### src/rtl/bptag_pkg.sv
package bptag_pkg;

    typedef enum logic [0:0] {
        TRAP_IDLE = 1'b0,
        TRAP_PEND = 1'b1
    } trap_state_t;

    localparam logic REG_CTRL = 1'b0;
    localparam logic REG_STAT = 1'b1;

    localparam int unsigned CTRL_VIEW_BIT = 0;
    localparam int unsigned CTRL_EN_BIT   = 1;
    localparam int unsigned STAT_CLR_BIT  = 0;

endpackage

### src/rtl/bptag_store.sv
module bptag_store #(
    parameter int unsigned AW = 8,
    parameter int unsigned DW = 8
) (
    input  logic          clk,
    input  logic          rst_n,
    input  logic [AW-1:0] addr,
    input  logic          rd,
    input  logic          wr,
    input  logic [DW-1:0] wdata,
    input  logic          tag_view,
    output logic [DW-1:0] rdata,
    output logic          tag_hit
);
    localparam int unsigned DEPTH = 1 << AW;
    localparam int unsigned WW    = DW + 1;
    localparam int unsigned TAG   = DW;

    logic [WW-1:0] word_q [DEPTH];

    always_ff @(posedge clk) begin
        if (!rst_n) begin
            for (int i = 0; i < DEPTH; i++) begin
                word_q[i] <= '0;
            end
            rdata <= '0;
        end else begin
            if (wr) begin
                if (tag_view) begin
                    word_q[addr][TAG] <= wdata[0];
                end else begin
                    word_q[addr][DW-1:0] <= wdata;
                end
            end
            if (rd) begin
                if (tag_view) begin
                    rdata <= {{(DW-1){1'b0}}, word_q[addr][TAG]};
                end else begin
                    rdata <= word_q[addr][DW-1:0];
                end
            end
        end
    end

    assign tag_hit = word_q[addr][TAG];

    // a tag-view write leaves the data byte alone
    p_tag_write_keeps_byte_r4: assert property (@(posedge clk) disable iff (!rst_n)
        (wr && tag_view) |=> (word_q[$past(addr)][DW-1:0] == $past(word_q[addr][DW-1:0])));

    // a data-view write leaves the mark alone
    p_data_write_keeps_tag_r3: assert property (@(posedge clk) disable iff (!rst_n)
        (wr && !tag_view) |=> (word_q[$past(addr)][TAG] == $past(word_q[addr][TAG])));

    // read register holds without a read strobe
    p_rdata_hold_r2: assert property (@(posedge clk) disable iff (!rst_n)
        !rd |=> $stable(rdata));

endmodule

### src/rtl/bptag_ctrl.sv
module bptag_ctrl
    import bptag_pkg::*;
(
    input  logic       clk,
    input  logic       rst_n,
    input  logic       reg_wr,
    input  logic       reg_sel,
    input  logic [1:0] reg_wdata,
    output logic       tag_view,
    output logic       bp_enable,
    output logic       clr_req
);
    logic ctrl_wr;

    assign ctrl_wr = reg_wr && (reg_sel == REG_CTRL);
    assign clr_req = reg_wr && (reg_sel == REG_STAT) && reg_wdata[STAT_CLR_BIT];

    always_ff @(posedge clk) begin
        if (!rst_n) begin
            tag_view  <= 1'b0;
            bp_enable <= 1'b0;
        end else if (ctrl_wr) begin
            tag_view  <= reg_wdata[CTRL_VIEW_BIT];
            bp_enable <= reg_wdata[CTRL_EN_BIT];
        end
    end

    // only a control write moves the view select or the enable
    p_ctrl_stable_r10: assert property (@(posedge clk) disable iff (!rst_n)
        !(reg_wr && (reg_sel == REG_CTRL)) |=> ($stable(tag_view) && $stable(bp_enable)));

endmodule

### src/rtl/bptag_trap.sv
module bptag_trap
    import bptag_pkg::*;
#(
    parameter int unsigned AW = 8
) (
    input  logic          clk,
    input  logic          rst_n,
    input  logic [AW-1:0] addr,
    input  logic          rd,
    input  logic          fetch,
    input  logic          tag_hit,
    input  logic          bp_enable,
    input  logic          clr_req,
    output logic          bp_irq,
    output logic [AW-1:0] bp_addr
);
    trap_state_t state_q, state_d;
    logic        hit;
    logic        load_addr;

    assign hit = rd && fetch && tag_hit && bp_enable;

    always_comb begin
        state_d   = state_q;
        load_addr = 1'b0;
        unique case (state_q)
            TRAP_IDLE: begin
                if (hit) begin
                    state_d   = TRAP_PEND;
                    load_addr = 1'b1;
                end
            end
            TRAP_PEND: begin
                if (clr_req && hit) begin
                    state_d   = TRAP_PEND;
                    load_addr = 1'b1;
                end else if (clr_req) begin
                    state_d = TRAP_IDLE;
                end
            end
            default: state_d = TRAP_IDLE;
        endcase
    end

    always_ff @(posedge clk) begin
        if (!rst_n) begin
            state_q <= TRAP_IDLE;
        end else begin
            state_q <= state_d;
        end
    end

    always_ff @(posedge clk) begin
        if (!rst_n) begin
            bp_addr <= '0;
        end else if (load_addr) begin
            bp_addr <= addr;
        end
    end

    assign bp_irq = (state_q == TRAP_PEND);

    // qualifying fetch from idle raises the flag and records the address
    p_hit_sets_r5: assert property (@(posedge clk) disable iff (!rst_n)
        (!bp_irq && rd && fetch && tag_hit && bp_enable) |=> (bp_irq && bp_addr == $past(addr)));

    // reads that are not fetches never raise the flag
    p_operand_ignored_r6: assert property (@(posedge clk) disable iff (!rst_n)
        (!bp_irq && !fetch) |=> !bp_irq);

    // masked breakpoints never raise the flag
    p_masked_r7: assert property (@(posedge clk) disable iff (!rst_n)
        (!bp_irq && !bp_enable) |=> !bp_irq);

    // pending flag and address hold until cleared
    p_hold_r8: assert property (@(posedge clk) disable iff (!rst_n)
        (bp_irq && !clr_req) |=> (bp_irq && $stable(bp_addr)));

    // clear without a new hit drops the flag
    p_clear_r9: assert property (@(posedge clk) disable iff (!rst_n)
        (bp_irq && clr_req && !(rd && fetch && tag_hit && bp_enable)) |=> !bp_irq);

    // clear coinciding with a hit reloads the address
    p_reload_r9: assert property (@(posedge clk) disable iff (!rst_n)
        (clr_req && rd && fetch && tag_hit && bp_enable) |=> (bp_irq && bp_addr == $past(addr)));

endmodule

### src/rtl/bptag_mem.sv
module bptag_mem #(
    parameter int unsigned ADDR_W = 8,
    parameter int unsigned DATA_W = 8
) (
    input  logic              clk,
    input  logic              rst_n,
    input  logic [ADDR_W-1:0] cpu_addr,
    input  logic              cpu_rd,
    input  logic              cpu_fetch,
    input  logic              cpu_wr,
    input  logic [DATA_W-1:0] cpu_wdata,
    output logic [DATA_W-1:0] cpu_rdata,
    input  logic              reg_wr,
    input  logic              reg_sel,
    input  logic [1:0]        reg_wdata,
    output logic              bp_irq,
    output logic [ADDR_W-1:0] bp_addr
);
    logic tag_view;
    logic bp_enable;
    logic clr_req;
    logic tag_hit;

    bptag_ctrl u_ctrl (
        .clk       (clk),
        .rst_n     (rst_n),
        .reg_wr    (reg_wr),
        .reg_sel   (reg_sel),
        .reg_wdata (reg_wdata),
        .tag_view  (tag_view),
        .bp_enable (bp_enable),
        .clr_req   (clr_req)
    );

    bptag_store #(
        .AW (ADDR_W),
        .DW (DATA_W)
    ) u_store (
        .clk      (clk),
        .rst_n    (rst_n),
        .addr     (cpu_addr),
        .rd       (cpu_rd),
        .wr       (cpu_wr),
        .wdata    (cpu_wdata),
        .tag_view (tag_view),
        .rdata    (cpu_rdata),
        .tag_hit  (tag_hit)
    );

    bptag_trap #(
        .AW (ADDR_W)
    ) u_trap (
        .clk       (clk),
        .rst_n     (rst_n),
        .addr      (cpu_addr),
        .rd        (cpu_rd),
        .fetch     (cpu_fetch),
        .tag_hit   (tag_hit),
        .bp_enable (bp_enable),
        .clr_req   (clr_req),
        .bp_irq    (bp_irq),
        .bp_addr   (bp_addr)
    );

endmodule

### config.mk
export PLATFORM = sky130hd
export DESIGN_NAME = bptag_mem
export DESIGN_NICKNAME = d
export VERILOG_FILES = /design/src/rtl/bptag_pkg.sv /design/src/rtl/bptag_store.sv /design/src/rtl/bptag_ctrl.sv /design/src/rtl/bptag_trap.sv /design/src/rtl/bptag_mem.sv
export SDC_FILE = /design/constraint.sdc
export NUM_CORES = 2
export LEC_CHECK = 0
export BUFFER_PORTS_ARGS = -buffer_cell sky130_fd_sc_hd__buf_2
export CAP_MARGIN = 15
export CORE_MARGIN = 2
export CORE_UTILIZATION = 48
export CTS_CLUSTER_DIAMETER = 60
export CTS_CLUSTER_SIZE = 25
export DETAILED_ROUTE_END_ITERATION = 6
export PLACE_DENSITY = 0.65
export SYNTH_ARGS = -nofsm -noshare
export SYNTH_HDL_FRONTEND = slang
export SYNTH_SLANG_ARGS = --single-unit
### constraint.sdc
create_clock -name clk -period 3.53 [get_ports clk]
set_input_delay 0.1765 -clock clk [delete_from_list [all_inputs] [get_ports clk]]
set_output_delay 0.1765 -clock clk [all_outputs]
set_load 0.05 [all_outputs]
==> results.yml <==
outcome:
  status: "finished, final reports clean"
timing:
  min_period_ps: 3454
  fmax_ghz: 0.2895
  max-slew-margin-rel_pct: 21.93
  setup_tns_ps: 0
  fin_crit_sh_pct: 97.85
  finalSetupViolations: 0
  finalHoldViolCount: 0
  tightest_slew_ps: 1166
  fin_skew_ps: 41.53
  slew_viol_final: 0
  rsz0062_at_grt: "no"
grt:
  grt_usage_pct: 27.82
  grt-ovfl-total: 0
  grt_pass1_vias: 67280
  antenna_found_initial: 16
  grt_start_max_net_pins: 185
  grt_pass1_wl_um: 472300
logic_synthesis:
  synth_top_cell_by_area: "edfxtp_1"
  ys_async_sr_fraction_pct: 0
  synth_most_common_cell: "edfxtp_1"
  synth-seq-cells: 2323
  synth_nets: 7782
  synth_cell_type_count: 58
  ys.flop_type: "edfxtp_1"
  synth-edff-count: 2304
  yosysWarningCount: 0
  syn_avg_cell_area_um2: 14.09
  seq_area_frac_synth_pct: 63.65
  synth.top_cell.area_share_pct: 63.30
  synthTopCellsByCount: "2,304 x edfxtp_1, 2,056 x and3_1, 887 x clkbuf_1"
  syn_area_um2: 109300
  syn_inst: 7757
  ys_top_cells_by_area: "edfxtp_1 63%, mux4_2 13%, and3_1 12%"
flow_run:
  max_cap_violations: 0
drt:
  num_vias: 68980
  wl_um: 324100
  vias_per_cell: 6.542
  drcViolationCount: 0
  ant_nets: 0
  drt-wirelength-per-cell_um: 30.75
  dr.pass1.iters: 6
  drt-initial-drc-count: 9874
floorplan:
  core_um2: 226800
  fp.dieArea_um2: 231500
  pin_count: 42
  die_y_um: 481.2
  num_rows: 175
  start_util_pct: 48.18
  die_x_um: 481.2
power_and_ir_drop:
  vdd_drop_max_mv: 0.4067
  leakagePower_nw: 48.82
  power_density_nw_per_um2: 477.4
  power_mw: 57.33
worst_hold_path:
  min_from: "cpu_wdata[3]"
  min_path_cells: 2
  hold_end: "u_store.word_q[116][3]"
  hold_class: "primary input to flop"
placed_design:
  hpwlAfterDp_um: 204100
  port_buffers: 41
  place.gp.congestion: 0.9493
worst_setup_path:
  worstSetupPathType: "flop to flop"
  cp-end-kind: "flop"
  r2r_slack_ps: 80
  r2r_end: "u_store.rdata[0]"
  crit_top_cell: "buf_4"
  crit_slowest_cell: "a221oi_1"
  crit_arrival_ps: 4220
  worst-path-max-fanout: 1
  path_buf_inv: 3
  cp_top_family: "compound AO/OA/AOI/OAI gates"
  reg2reg_from: "u_store.word_q[31][0]"
  path_cells: "mux4_2 > a221oi_1 > buf_4 > o31ai_1 > nor4_2 > buf_4 > a41oi_1 > buf_4 > a31o_1"
  start_kind: "flop"
  slowest_delay_ps: 810
  reg2regPathDepth: 9
  crit_required_ps: 4300
clock_tree:
  htree_levels: 4
  clk_path_buf_depth: 3
  cts.sinks: 2323
  cts_tree: "done"
  clk_pin_slew_worst_paths_ps: 100
  clock_latency_ps: 860
  cts-root-buf: "clkbuf_16"
  cts_buffers: 162
final_layout:
  drive_gt1_share_pct: 19.46
  area_delta_synth_final_pct: 9.866
  final_nets: 7414
  fill_cells: 18370
[power by group]
group | switching (mW) | internal (mW)
Clock | 11.0 | 9.88
Combinational | 3.18 | 1.68
Sequential | 0.324 | 31.2
[flip-flops by register name (all words and copies together) (netlist names)]
signal	cells
u_ctrl.bp_enable	1
u_trap.bp_addr	8
u_trap.bp_irq	1
u_ctrl.tag_view	1
u_store.word_q	2304
u_store.rdata	8
[worst max path at each step]
stage | start | endpoint | slack [ps] | depth (start not counted)
2_1_floorplan | cpu_addr[0] | u_store.word_q[115][0] | 910 | 11
3_3_place_gp | cpu_addr[0] | u_store.rdata[0] | -620 | 12
3_5_place_dp | cpu_addr[0] | u_store.rdata[0] | -680 | 12
4_1_cts | u_store.word_q[159][0] | u_store.rdata[0] | 130 | 10
5_1_grt | u_store.word_q[107][8] | u_trap.bp_addr[0] | 8 | 10
6_report | u_store.word_q[31][0] | u_store.rdata[0] | 80 | 9
[placed cells by master (no fill, tap or decap), drive strengths merged, types with 16 or more instances in the layout]
| master | count |
|---|---|
| nor2 | 312 |
| a21oi | 25 |
| a22oi | 89 |
| and3 | 2056 |
| buf | 512 |
| nand3 | 33 |
| clkbuf | 175 |
| nor2b | 16 |
| edfxtp | 2304 |
| nand2 | 682 |
| dfxtp | 19 |
| dlygate4sd3 | 25 |
| clkinv | 52 |
| mux4 | 612 |
| o21ai | 261 |
| inv | 66 |
| mux2i | 124 |
[worst register-to-register path: stages (launching register included)]
cell and delay (ps):
edfxtp_1 380, mux4_2 540, a221oi_1 810, buf_4 270, o31ai_1 120, nor4_2 450, buf_4 200, a41oi_1 210
buf_4 230, a31o_1 170
[logic make-up (layout without fill, tap and decap cells)]
kind of cell | Yosys count | in the layout | share of synthesized area, %
simple gates | 3158 | 3158 | 15.78
flops | 2323 | 2323 | 63.65
buf+inv | 1076 | 848 | 4.215
mux | 740 | 740 | 13.79
compound gates | 460 | 460 | 2.573
other cells | 0 | 5 | 0
[cell type report]
cell class / instances / area [um2] / area share (%)
Sequential cell: 2323 / 69570 / 57.93
Multi-Input combinational cell: 4358 / 35410 / 29.49
Timing Repair Buffer: 537 / 5445 / 4.534
Clock buffer: 175 / 4209 / 3.505
Tap cell: 3009 / 3765 / 3.135
Clock inverter: 129 / 1647 / 1.371
Inverter: 7 / 33.78 / 0.02813
Antenna cell: 5 / 12.51 / 0.01042
[stage by stage]
| stage | hold WS, ps | setup WS (ps) | instance area, um2 | utilization [%] | cells |
|---|---|---|---|---|---|
| detailed placement | 438.5 | -680.9 | 113900 | 50.23 | 10210 |
| floorplan | 323.7 | 910.8 | 109300 | - | 7757 |
| CTS | 4.690 | 129.8 | 120100 | 52.93 | 10540 |
| global placement | 427.2 | -621.9 | 113900 | 50.23 | 10210 |
| finish | 47.58 | 75.74 | 120100 | 52.94 | 10540 |
| global route | 42.00 | 7.802 | 120100 | 52.94 | 10540 |
[layer usage]
metal / wire length, um / vias to the layer above / global-route usage (%)
li1: - / 28950 / -
met1: 122400 / 35570 / 37.77
met2: 152400 / 3864 / 43.68
met3: 35610 / 581 / 6.487
met4: 13580 / 12 / 10.80
met5: 89 / - / 0
[what timing repair did]
action	4_1_cts	5_1_grt
hold endpoints to repair	163	0
gates cloned	0	0
setup buffers	0	1
resized for setup	2	1
hold buffers	25	0
endpoints found under the setup margin	1	1
pin swaps	0	1
No activity file was read; power rests on OpenSTA's default activity.
